## config.mk

```make
export PLATFORM = sky130hd
export DESIGN_NAME = sci_irq_arbiter
export DESIGN_NICKNAME = d
export VERILOG_FILES = /design/src/rtl/sci_irq_pkg.sv /design/src/rtl/sci_irq_status.sv /design/src/rtl/sci_irq_regs.sv /design/src/rtl/sci_irq_prio.sv /design/src/rtl/sci_irq_arbiter.sv
export SDC_FILE = /design/constraint.sdc
export NUM_CORES = 1
export LEC_CHECK = 0
export BUFFER_PORTS_ARGS = -buffer_cell sky130_fd_sc_hd__buf_2
export CAP_MARGIN = 20
export CORE_AREA = 2 2 60 51
export CTS_BUF_LIST = sky130_fd_sc_hd__clkbuf_8
export CTS_CLUSTER_DIAMETER = 120
export DETAILED_ROUTE_END_ITERATION = 8
export DIE_AREA = 0 0 62 53
export PLACE_DENSITY_LB_ADDON = 0.25
export REMOVE_ABC_BUFFERS = 1
export SETUP_SLACK_MARGIN = 0.3
export SLEW_MARGIN = 20
export SYNTH_ARGS = -nofsm -noshare
export SYNTH_HDL_FRONTEND = slang
export SYNTH_HIERARCHICAL = 1
export SYNTH_SLANG_ARGS = --single-unit
```

## constraint.sdc

```tcl
create_clock -name clk -period 1.6 [get_ports clk]
set_clock_uncertainty 0.2 [all_clocks]
set_input_delay 0.24 -clock clk [delete_from_list [all_inputs] [get_ports clk]]
set_output_delay 0.24 -clock clk [all_outputs]
set_load 0.02 [all_outputs]
```

## src/rtl/sci_irq_pkg.sv

```systemverilog
package sci_irq_pkg;
   localparam int N_RX_CAUSE = 6;
   localparam int N_STAT     = N_RX_CAUSE + 1;
   localparam int TX_BIT     = N_RX_CAUSE;

   typedef enum logic [1:0] {
      LVL_RX_DMA = 2'd0,
      LVL_TX_DMA = 2'd1,
      LVL_RX_INT = 2'd2,
      LVL_TX_INT = 2'd3
   } level_t;

   localparam logic [1:0] REG_STATUS = 2'd0;
   localparam logic [1:0] REG_ENABLE = 2'd1;
   localparam logic [1:0] REG_CTRL   = 2'd2;
   localparam logic [1:0] REG_BASE   = 2'd3;
endpackage

```

## src/rtl/sci_irq_status.sv

```systemverilog
module sci_irq_status #(
   parameter int NB       = 7,
   parameter bit SET_WINS = 1'b1
) (
   input  logic          clk,
   input  logic          rst_n,
   input  logic [NB-1:0] set_in,
   input  logic [NB-1:0] clr_in,
   output logic [NB-1:0] status_q
);
   for (genvar i = 0; i < NB; i++) begin : g_bit
      logic bit_q;
      if (SET_WINS) begin : g_set_first
         always_ff @(posedge clk or negedge rst_n) begin
            if (!rst_n) bit_q <= 1'b0;
            else        bit_q <= set_in[i] | (bit_q & ~clr_in[i]);
         end
      end else begin : g_clr_first
         always_ff @(posedge clk or negedge rst_n) begin
            if (!rst_n) bit_q <= 1'b0;
            else        bit_q <= (bit_q | set_in[i]) & ~clr_in[i];
         end
      end
      assign status_q[i] = bit_q;
   end

   if (SET_WINS) begin : g_chk_set
      AST_SET_STICKS: assert property (@(posedge clk) disable iff (!rst_n)
         1'b1 |=> ((status_q & $past(set_in)) == $past(set_in)));
   end

   AST_CLEAR_TAKES: assert property (@(posedge clk) disable iff (!rst_n)
      1'b1 |=> ((status_q & $past(clr_in & ~set_in)) == '0));

   AST_QUIET_HOLDS: assert property (@(posedge clk) disable iff (!rst_n)
      1'b1 |=> (((status_q ^ $past(status_q)) & ~$past(set_in | clr_in)) == '0));
endmodule

```

## src/rtl/sci_irq_regs.sv

```systemverilog
module sci_irq_regs
   import sci_irq_pkg::*;
#(
   parameter int DATA_W = 8,
   parameter int ADDR_W = 2,
   parameter int VEC_W  = 8,
   parameter int NB     = 7
) (
   input  logic              clk,
   input  logic              rst_n,
   input  logic              wr,
   input  logic [ADDR_W-1:0] addr,
   input  logic [DATA_W-1:0] wdata,
   input  logic [NB-1:0]     status_q,
   output logic [NB-1:0]     clr,
   output logic [NB-1:0]     en_q,
   output logic              tx_sel_q,
   output logic [VEC_W-4:0]  base_hi_q,
   output logic [DATA_W-1:0] rdata
);
   localparam int HI_W = VEC_W - 3;

   logic hit_stat, hit_en, hit_ctrl, hit_base;
   assign hit_stat = wr && (addr == ADDR_W'(REG_STATUS));
   assign hit_en   = wr && (addr == ADDR_W'(REG_ENABLE));
   assign hit_ctrl = wr && (addr == ADDR_W'(REG_CTRL));
   assign hit_base = wr && (addr == ADDR_W'(REG_BASE));

   assign clr = hit_stat ? wdata[NB-1:0] : '0;

   always_ff @(posedge clk or negedge rst_n) begin
      if (!rst_n) begin
         en_q      <= '0;
         tx_sel_q  <= 1'b0;
         base_hi_q <= '0;
      end else begin
         if (hit_en)   en_q      <= wdata[NB-1:0];
         if (hit_ctrl) tx_sel_q  <= wdata[0];
         if (hit_base) base_hi_q <= wdata[VEC_W-1:3];
      end
   end

   always_comb begin
      rdata = '0;
      if (addr == ADDR_W'(REG_STATUS))      rdata[NB-1:0] = status_q;
      else if (addr == ADDR_W'(REG_ENABLE)) rdata[NB-1:0] = en_q;
      else if (addr == ADDR_W'(REG_CTRL))   rdata[0]      = tx_sel_q;
      else if (addr == ADDR_W'(REG_BASE))   rdata[VEC_W-1:3] = base_hi_q[HI_W-1:0];
   end

   AST_ENABLE_WRITE: assert property (@(posedge clk) disable iff (!rst_n)
      hit_en |=> (en_q == $past(wdata[NB-1:0])));
endmodule

```

## src/rtl/sci_irq_prio.sv

```systemverilog
module sci_irq_prio
   import sci_irq_pkg::*;
#(
   parameter int VEC_W = 8
) (
   input  logic             clk,
   input  logic             rst_n,
   input  logic             rx_dma_req,
   input  logic             tx_dma_req,
   input  logic             rx_pend,
   input  logic             tx_pend,
   input  logic             irq_ack,
   input  logic [VEC_W-4:0] base_hi,
   output logic [VEC_W-1:0] vec,
   output logic             rx_stb,
   output logic             tx_stb
);
   level_t win, lvl_q;
   logic   any_act;

   assign any_act = rx_dma_req | tx_dma_req | rx_pend | tx_pend;

   always_comb begin
      if (rx_dma_req)      win = LVL_RX_DMA;
      else if (tx_dma_req) win = LVL_TX_DMA;
      else if (rx_pend)    win = LVL_RX_INT;
      else                 win = LVL_TX_INT;
   end

   always_ff @(posedge clk or negedge rst_n) begin
      if (!rst_n) begin
         lvl_q  <= LVL_RX_DMA;
         rx_stb <= 1'b0;
         tx_stb <= 1'b0;
      end else begin
         if (!irq_ack && any_act) lvl_q <= win;
         rx_stb <= rx_dma_req;
         tx_stb <= tx_dma_req & ~rx_dma_req;
      end
   end

   assign vec = {base_hi, lvl_q, 1'b0};

   AST_ACK_FREEZES: assert property (@(posedge clk) disable iff (!rst_n)
      irq_ack |=> $stable(lvl_q));
   AST_RXDMA_WINS: assert property (@(posedge clk) disable iff (!rst_n)
      (rx_dma_req && !irq_ack) |=> (lvl_q == LVL_RX_DMA));
   AST_RXDMA_STROBE: assert property (@(posedge clk) disable iff (!rst_n)
      rx_dma_req |=> (rx_stb && !tx_stb));
   AST_IDLE_HOLDS: assert property (@(posedge clk) disable iff (!rst_n)
      !any_act |=> $stable(lvl_q));
endmodule

```

## src/rtl/sci_irq_arbiter.sv

```systemverilog
module sci_irq_arbiter
   import sci_irq_pkg::*;
#(
   parameter int DATA_W   = 8,
   parameter int ADDR_W   = 2,
   parameter int VEC_W    = 8,
   parameter bit SET_WINS = 1'b1
) (
   input  logic              clk,
   input  logic              rst_n,
   input  logic              rx_data_rdy,
   input  logic              rx_overrun,
   input  logic              rx_frame_err,
   input  logic              rx_parity_err,
   input  logic              rx_addr_hit,
   input  logic              rx_break,
   input  logic              tx_buf_empty,
   input  logic              tx_shift_empty,
   input  logic              rx_dma_req,
   input  logic              tx_dma_req,
   input  logic              irq_ack,
   input  logic              bus_wr,
   input  logic [ADDR_W-1:0] bus_addr,
   input  logic [DATA_W-1:0] bus_wdata,
   output logic [DATA_W-1:0] bus_rdata,
   output logic              irq_req,
   output logic [VEC_W-1:0]  irq_vec,
   output logic              rx_dma_stb,
   output logic              tx_dma_stb
);
   localparam int NB = N_STAT;

   if (DATA_W < NB)                    begin : g_bad_data  $error("DATA_W too small for status"); end
   if (VEC_W < 4 || VEC_W > DATA_W)    begin : g_bad_vec   $error("VEC_W out of range"); end
   if (ADDR_W < 2)                     begin : g_bad_addr  $error("ADDR_W too small"); end

   logic [NB-1:0]    set_v, clr_v, stat_q, en_q;
   logic             tx_sel_q, tx_evt, rx_pend, tx_pend;
   logic [VEC_W-4:0] base_hi;

   assign tx_evt = tx_sel_q ? tx_buf_empty : tx_shift_empty;
   assign set_v  = {tx_evt, rx_break, rx_addr_hit, rx_parity_err,
                    rx_frame_err, rx_overrun, rx_data_rdy};

   sci_irq_status #(.NB(NB), .SET_WINS(SET_WINS)) u_status (
      .clk(clk), .rst_n(rst_n), .set_in(set_v), .clr_in(clr_v), .status_q(stat_q));

   sci_irq_regs #(.DATA_W(DATA_W), .ADDR_W(ADDR_W), .VEC_W(VEC_W), .NB(NB)) u_regs (
      .clk(clk), .rst_n(rst_n), .wr(bus_wr), .addr(bus_addr), .wdata(bus_wdata),
      .status_q(stat_q), .clr(clr_v), .en_q(en_q), .tx_sel_q(tx_sel_q),
      .base_hi_q(base_hi), .rdata(bus_rdata));

   assign rx_pend = |(stat_q[N_RX_CAUSE-1:0] & en_q[N_RX_CAUSE-1:0]);
   assign tx_pend = stat_q[TX_BIT] & en_q[TX_BIT];
   assign irq_req = rx_pend | tx_pend;

   sci_irq_prio #(.VEC_W(VEC_W)) u_prio (
      .clk(clk), .rst_n(rst_n), .rx_dma_req(rx_dma_req), .tx_dma_req(tx_dma_req),
      .rx_pend(rx_pend), .tx_pend(tx_pend), .irq_ack(irq_ack), .base_hi(base_hi),
      .vec(irq_vec), .rx_stb(rx_dma_stb), .tx_stb(tx_dma_stb));

   AST_TX_SOURCE: assert property (@(posedge clk) disable iff (!rst_n)
      (tx_sel_q && tx_buf_empty) |=> stat_q[TX_BIT]);
   AST_STROBES_EXCL: assert property (@(posedge clk) disable iff (!rst_n)
      !(rx_dma_stb && tx_dma_stb));
endmodule

```

==> impl_metrics.env, run 1 <==
export IMPL_status="finished, violations left"
export IMPL_violations="negative setup slack"
export IMPL_place_gp_congestion=0.788
export IMPL_drt_total_wl_mm=2.63
export IMPL_nFillCells=215
export IMPL_fin_cells=200
export IMPL_min_path_cells=3
export IMPL_async_flop_share=1.00
export IMPL_hp_class="input pin to register"
export IMPL_insertion_delay_ns=0.27
export IMPL_peakVddDrop_mv=0.623
export IMPL_dp_cells=181
export IMPL_cts_buffers_inserted=3
export IMPL_synth_ff_type="dfrtp_1"
export IMPL_ioPinCount=43
export IMPL_tightestPinTransition_ns=0.539
export IMPL_ys_warn_count=6
export IMPL_cellLeakagePower_nw=0.803
export IMPL_synth_mux_area_frac=0.175
export IMPL_period_needed_ns=1.65
export IMPL_antenna_found_initial=0
export IMPL_cts_max_level=1
export IMPL_grt_pass1_wl_mm=4.13
export IMPL_synth_compound_area_frac=0.106
export IMPL_die_h_microns=53
export IMPL_core_sq_um=2660
export IMPL_drv_cap=0
export IMPL_antenna_cells=0
export IMPL_cp_max_fo=3
export IMPL_cp_buffers_inverters=1
export IMPL_synthSimpleGateAreaFrac=0.133
export IMPL_synth_fa_ha_area_frac=0
export IMPL_syn_to_final_growth_pct=29.7
export IMPL_worst_ep_arrival_time_ns=1.21
export IMPL_drt_first_iter_violations=19
export IMPL_num_vias=964
export IMPL_min_from="tx_dma_req"
export IMPL_syn_area_per_cell_sq_um=11.2
export IMPL_grt_pass1_vias=886
export IMPL_dieArea_sq_um=3290
export IMPL_overflow=0
export IMPL_setup_worst_path_end_class="primary output"
export IMPL_utilization=0.645
export IMPL_fin_crit_sh=1.03
export IMPL_power_density_nw_per_um2=958
export IMPL_crit_path_top_delay_cell="dfrtp_1"
export IMPL_syn_cell_area_sq_um=1320
export IMPL_r2r_end="u_prio/lvl_q[1]"
export IMPL_rows=17
export IMPL_drive_above_1_share=0.451
export IMPL_seq_area_frac_synth=0.454
export IMPL_die_w_microns=62
export IMPL_crit_reg2reg_launch="u_status/g_bit[0].bit_q"
export IMPL_hold_end="u_prio/tx_stb"
export IMPL_critical_path_top_delay_family="flip-flops"
export IMPL_dr_pass1_iters=4
export IMPL_cts_tree="done"
export IMPL_final_nets=187
export IMPL_clk_pin_slew_ns=0.08
export IMPL_syn_inst=118
export IMPL_wl_per_cell_microns=13.1
export IMPL_ys_ff_latch=24
export IMPL_grt_total_usage=0.179
export IMPL_max_stage_delay_ns=0.42
export IMPL_maxSlewViolCount=0
export IMPL_reg2reg_slack_ns=0.08
export IMPL_synth_xor_xnor_area_share=0
export IMPL_rsz0062_at_grt="true"
export IMPL_cp_cell_sequence="a22oi_2 > nand4b_1 > buf_4"
export IMPL_clkSinkCount=24
export IMPL_synth_cell_type_count=26
export IMPL_cts_root_buf="clkbuf_8"
export IMPL_crit_type="register to primary output"
export IMPL_synth_edf_count=0
export IMPL_start_kind="register"
export IMPL_ant_nets=0
export IMPL_start_util=0.497
export IMPL_setup_slack_ns=-0.0461
export IMPL_vias_per_cell=4.82
export IMPL_finalSetupViolCount=1
export IMPL_critPathRequiredTime_ns=1.16
export IMPL_grt_max_degree=25
export IMPL_fmax_mhz=607
export IMPL_port_buffers=41
export IMPL_hpwlAfterDp_mm=1.83
export IMPL_drc=0
export IMPL_slew_headroom=0.641
export IMPL_ctsLongestPathBuffers=2
export IMPL_ff2ff_path_depth=6
export IMPL_finalHoldViolations=0
export IMPL_synth_top_family_by_area="multiplexers"
==> state kept, by name, summed over array words and instances (netlist names) <==
signal and flops:
u_prio/tx_stb 1, u_status/g_bit.bit_q 7, u_regs/tx_sel_q 1, u_prio/lvl_q 2, u_regs/en_q 7, u_regs/base_hi_q 5, u_prio/rx_stb 1
==> through the flow <==
step | area (sq um) | worst slack (ns) | power, W | TNS [ns] | hold WS, ns
after floorplan | 1190 | 0.258 | 0.000978 | 0 | -0.256
after global placement | 1450 | 0.0564 | 0.00112 | 0 | 0.0574
final | 1720 | -0.0461 | 0.00164 | -0.0461 | 0.0156
after global routing | 1720 | -0.144 | 0.00174 | -0.265 | 0.0125
after CTS | 1680 | -0.0539 | 0.00163 | -0.0539 | 0.0112
after detailed placement | 1450 | 0.0232 | 0.00113 | 0 | 0.0511
==> per-layer routing <==
metal  track usage  wire, microns  vias up  share of wire
li1              -              -      474              -
met1         0.256           1270      459           0.48
met2         0.262           1180       26           0.45
met3        0.0538            156        5          0.059
met4        0.0426             21        0         0.0080
met5             0              0        -              0
==> synth_stat cells, types with 2 or more instances <==
| master | instances | share of area |
|---|---|---|
| a22oi_2 | 3 | 0.028 |
| mux2i_1 | 7 | 0.053 |
| inv_1 | 9 | 0.026 |
| a21oi_1 | 2 | 0.0076 |
| nand3_1 | 5 | 0.019 |
| o21ai_0 | 5 | 0.019 |
| buf_6 | 3 | 0.026 |
| mux2_2 | 12 | 0.10 |
| buf_4 | 13 | 0.074 |
| a21o_1 | 7 | 0.040 |
| nand3b_1 | 2 | 0.011 |
| dfrtp_1 | 24 | 0.45 |
| and2_1 | 7 | 0.033 |
| nor2_1 | 7 | 0.020 |
==> cell families (layout without fill, tap and decap cells) <==
group	Yosys count	count (layout)
and+or+nand+nor	27	27
DFF	24	24
other	1	1
AOI/OAI and AO/OA	19	19
muxes	21	21
buffers and inverters	26	70
==> power breakdown <==
group          internal [W]  leakage (nW)  switching (W)
Clock              0.000220        0.0288       0.000189
Combinational      0.000267         0.507       0.000220
Sequential         0.000683         0.267      0.0000634
==> cell usage in the layout, fill, tap and decap left out <==
cell type	instances
dfrtp_1	24
nand3b_4	1
nand3_1	5
and2_4	1
o21ai_1	5
a22oi_2	3
inv_1	9
nor3b_4	1
a21o_1	7
nor2_1	7
nand3_2	1
mux2_1	1
o22ai_1	1
a21oi_1	2
o22a_1	1
mux2i_1	7
and3_4	1
and2_1	7
conb_1	1
mux2_2	12
mux2_4	1
buf_6	8
nand3b_1	2
dlygate4sd3_1	9
buf_4	14
buf_2	26
nand4b_1	1
clkbuf_8	4
==> worst register-to-register path: stages (launching register included) <==
cell,delay [ns]
dfrtp_1,0.42
a22oi_2,0.21
buf_4,0.14
nand3_1,0.10
nor2_1,0.11
nor2_1,0.04
o22a_1,0.19
==> cell type report <==
class                           instances  area, sq um  area share
Clock buffer                            4         55.1      0.0321
Inverter                                9         33.8      0.0197
Multi-Input combinational cell         68          563       0.328
Sequential cell                        24          601       0.350
Tap cell                               38         47.5      0.0277
Timing Repair Buffer                   57          415       0.242
==> what timing repair did <==
action,in CTS,in global routing
resized for setup,20,10
endpoints found under the setup margin,11,22
hold endpoints to repair,33,0
cloned,0,0
pin swaps,4,0
setup buffers,6,0
hold buffers,9,0
==> worst max path at each step <==
stage | start | end | slack [ns] | cells after the start
floorplan | u_status/g_bit[0].bit_q | bus_rdata[0] | 0.26 | 2
global placement | bus_addr[0] | u_status/g_bit[5].bit_q | 0.06 | 5
detailed placement | bus_addr[0] | u_status/g_bit[5].bit_q | 0.02 | 5
CTS | u_status/g_bit[5].bit_q | irq_req | -0.05 | 3
global route | u_regs/en_q[1] | irq_req | -0.14 | 3
finish | u_status/g_bit[0].bit_q | irq_req | -0.05 | 3
No activity file was read; power rests on OpenSTA's default activity.
==> run 2: changes to the inputs <==
--- a/config.mk
+++ b/config.mk
@@ -12,6 +12,7 @@
 export CTS_CLUSTER_DIAMETER = 120
 export DETAILED_ROUTE_END_ITERATION = 8
 export DIE_AREA = 0 0 62 53
+export GPL_TIMING_DRIVEN = 0
 export PLACE_DENSITY_LB_ADDON = 0.25
 export REMOVE_ABC_BUFFERS = 1
 export SETUP_SLACK_MARGIN = 0.3
==> run 2 against run 1 <==
Net effect:
- the flow still finishes with violations (negative setup slack)
- largest power group unchanged
- sequential power about the same
- utilization decreased by 1.3 points
- worst setup slack improved by 0.0088 ns
- critical path depth unchanged
- power decreased by 5.4%
- hold slack got worse by 0.0031 ns
==> impl_metrics.env, run 2 (same netlist as run 1, synthesis figures left out) <==
export IMPL_drv_cap=0
export IMPL_start_util=0.497
export IMPL_antenna_found_initial=0
export IMPL_dr_pass1_iters=4
export IMPL_clk_pin_slew_ns=0.08
export IMPL_clkPwrFrac=0.224
export IMPL_drive_above_1_share=0.453
export IMPL_ctsLongestPathBuffers=2
export IMPL_final_common_cell="buf_2"
export IMPL_grt_pass1_vias=926
export IMPL_worst_ep_arrival_time_ns=1.20
export IMPL_final_cell_mix="29 x buf_2, 24 x dfrtp_1, 14 x buf_4, 12 x mux2_2, 9 x inv_1"
export IMPL_critPathRequiredTime_ns=1.16
export IMPL_cts_root_buf="clkbuf_8"
export IMPL_die_w_microns=62
export IMPL_crit_path_top_delay_cell="dfrtp_1"
export IMPL_dieArea_sq_um=3290
export IMPL_power_density_nw_per_um2=925
export IMPL_insertion_delay_ns=0.26
export IMPL_power_share_sequential=0.479
export IMPL_p_sw_w=0.000456
export IMPL_p_int_w=0.00110
export IMPL_clkSinkCount=24
export IMPL_drt_total_wl_mm=2.61
export IMPL_stdcell_area_sq_um=1680
export IMPL_drc=0
export IMPL_rsz0062_at_grt="true"
export IMPL_violations="negative setup slack"
export IMPL_cts_max_level=1
export IMPL_cp_buffers_inverters=1
export IMPL_setup_worst_path_end_class="primary output"
export IMPL_largest_registers="u_regs/en_q: 7 flops, u_status/g_bit.bit_q: 7 flops, u_regs/base_hi_q: 5 flops"
export IMPL_wl_per_cell_microns=13.1
export IMPL_hpwlAfterDp_mm=1.84
export IMPL_swShare=0.294
export IMPL_die_h_microns=53
export IMPL_placed_area_sq_um=1440
export IMPL_hp_class="input pin to register"
export IMPL_syn_to_final_growth_pct=27.1
export IMPL_dp_slack_ns=-0.0382
export IMPL_vias_per_cell=4.92
export IMPL_cts_buffers_inserted=3
export IMPL_maxSlewViolCount=0
export IMPL_grt_total_usage=0.178
export IMPL_ioPinCount=43
export IMPL_setup_slack_ns=-0.0373
export IMPL_critical_path_top_delay_family="flip-flops"
export IMPL_place_gp_congestion=0.795
export IMPL_ant_nets=0
export IMPL_cts_tree="done"
export IMPL_status="finished, violations left"
export IMPL_cp_cell_sequence="a22oi_2 > nand4b_1 > buf_2"
export IMPL_grt_pass1_wl_mm=4.15
export IMPL_antenna_cells=0
export IMPL_peakVddDrop_mv=0.639
export IMPL_fmax_mhz=611
export IMPL_core_sq_um=2660
export IMPL_drt_first_iter_violations=32
export IMPL_start_kind="register"
export IMPL_grt_max_degree=25
export IMPL_num_vias=979
export IMPL_final_nets=187
export IMPL_crit_type="register to primary output"
export IMPL_cellLeakagePower_nw=0.789
export IMPL_tightestPinTransition_ns=0.547
export IMPL_rows=17
export IMPL_comb_power_share=0.298
export IMPL_min_from="bus_wdata[7]"
export IMPL_period_needed_ns=1.64
export IMPL_finalSetupViolCount=2
export IMPL_slew_headroom=0.635
export IMPL_finalHoldViolations=0
export IMPL_port_buffers=41
export IMPL_cp_max_fo=2
export IMPL_crit_reg2reg_launch="u_regs/en_q[5]"
export IMPL_max_stage_delay_ns=0.40
export IMPL_overflow=0
export IMPL_fin_crit_sh=1.02
export IMPL_startpoint="u_regs/en_q[5]"
[run 2: cell types whose count changed in the layout (fill, tap and decap cells not counted), sizes merged]
cell | previous run | this run
dlygate4sd3 | 9 | 8
[run 2: power groups by stage]
stage          Combinational [W]  Clock [W]  Sequential (W)
2_1_floorplan           0.000194          0        0.000784
3_3_place_gp            0.000364          0        0.000749
3_5_place_dp            0.000374          0        0.000756
4_1_cts                 0.000444   0.000359        0.000742
5_1_grt                 0.000503   0.000386        0.000754
6_report                0.000463   0.000347        0.000743
[run 2: layer usage]
layer / up-vias / routed length [microns] / global-route usage / part of all wire
li1: 478 / - / - / -
met1: 469 / 1180 / 0.222 / 0.45
met2: 26 / 1240 / 0.288 / 0.47
met3: 6 / 153 / 0.0562 / 0.059
met4: 0 / 35 / 0.0603 / 0.013
met5: - / 0 / 0 / 0
[run 2: through the flow]
step	hold slack (ns)	std cells	setup TNS [ns]	power (W)	util
5_1_grt	0.00749	199	-0.206	0.00164	0.632
6_report	0.0125	199	-0.0504	0.00155	0.632
4_1_cts	0.00860	196	-0.0876	0.00155	0.615
3_5_place_dp	0.0509	180	-0.216	0.00113	0.541
2_1_floorplan	-0.256	101	0	0.000978	-
3_3_place_gp	0.0464	180	-0.175	0.00111	0.541
[run 2: final cells by class]
cell class	count	area (sq um)
fillers	210	978
flip-flops and latches	24	601
well taps	38	47.5
clock buffers	3	41.3
inverters	9	33.8
repair buffers	57	394
multi-input cells	68	563
[run 2: final timing paths]
path                                            to  slack (ns)  cells after the start
min reg2reg                        u_prio/lvl_q[1]        0.31                      1
max reg2reg                        u_prio/lvl_q[1]        0.09                      6
min                            u_regs/base_hi_q[4]        0.01                      2
max in group asynchronous  u_status/g_bit[2].bit_q        0.55                      2
max                                        irq_req       -0.04                      3
min in group asynchronous  u_status/g_bit[5].bit_q        0.29                      2
[run 2: what timing repair did]
action | 4_1_cts | 5_1_grt
pin swaps | 3 | 4
setup buffers | 5 | 3
endpoints found under the hold margin | 32 | 0
setup endpoints to repair | 18 | 17
hold buffers | 8 | 0
resized for setup | 17 | 7
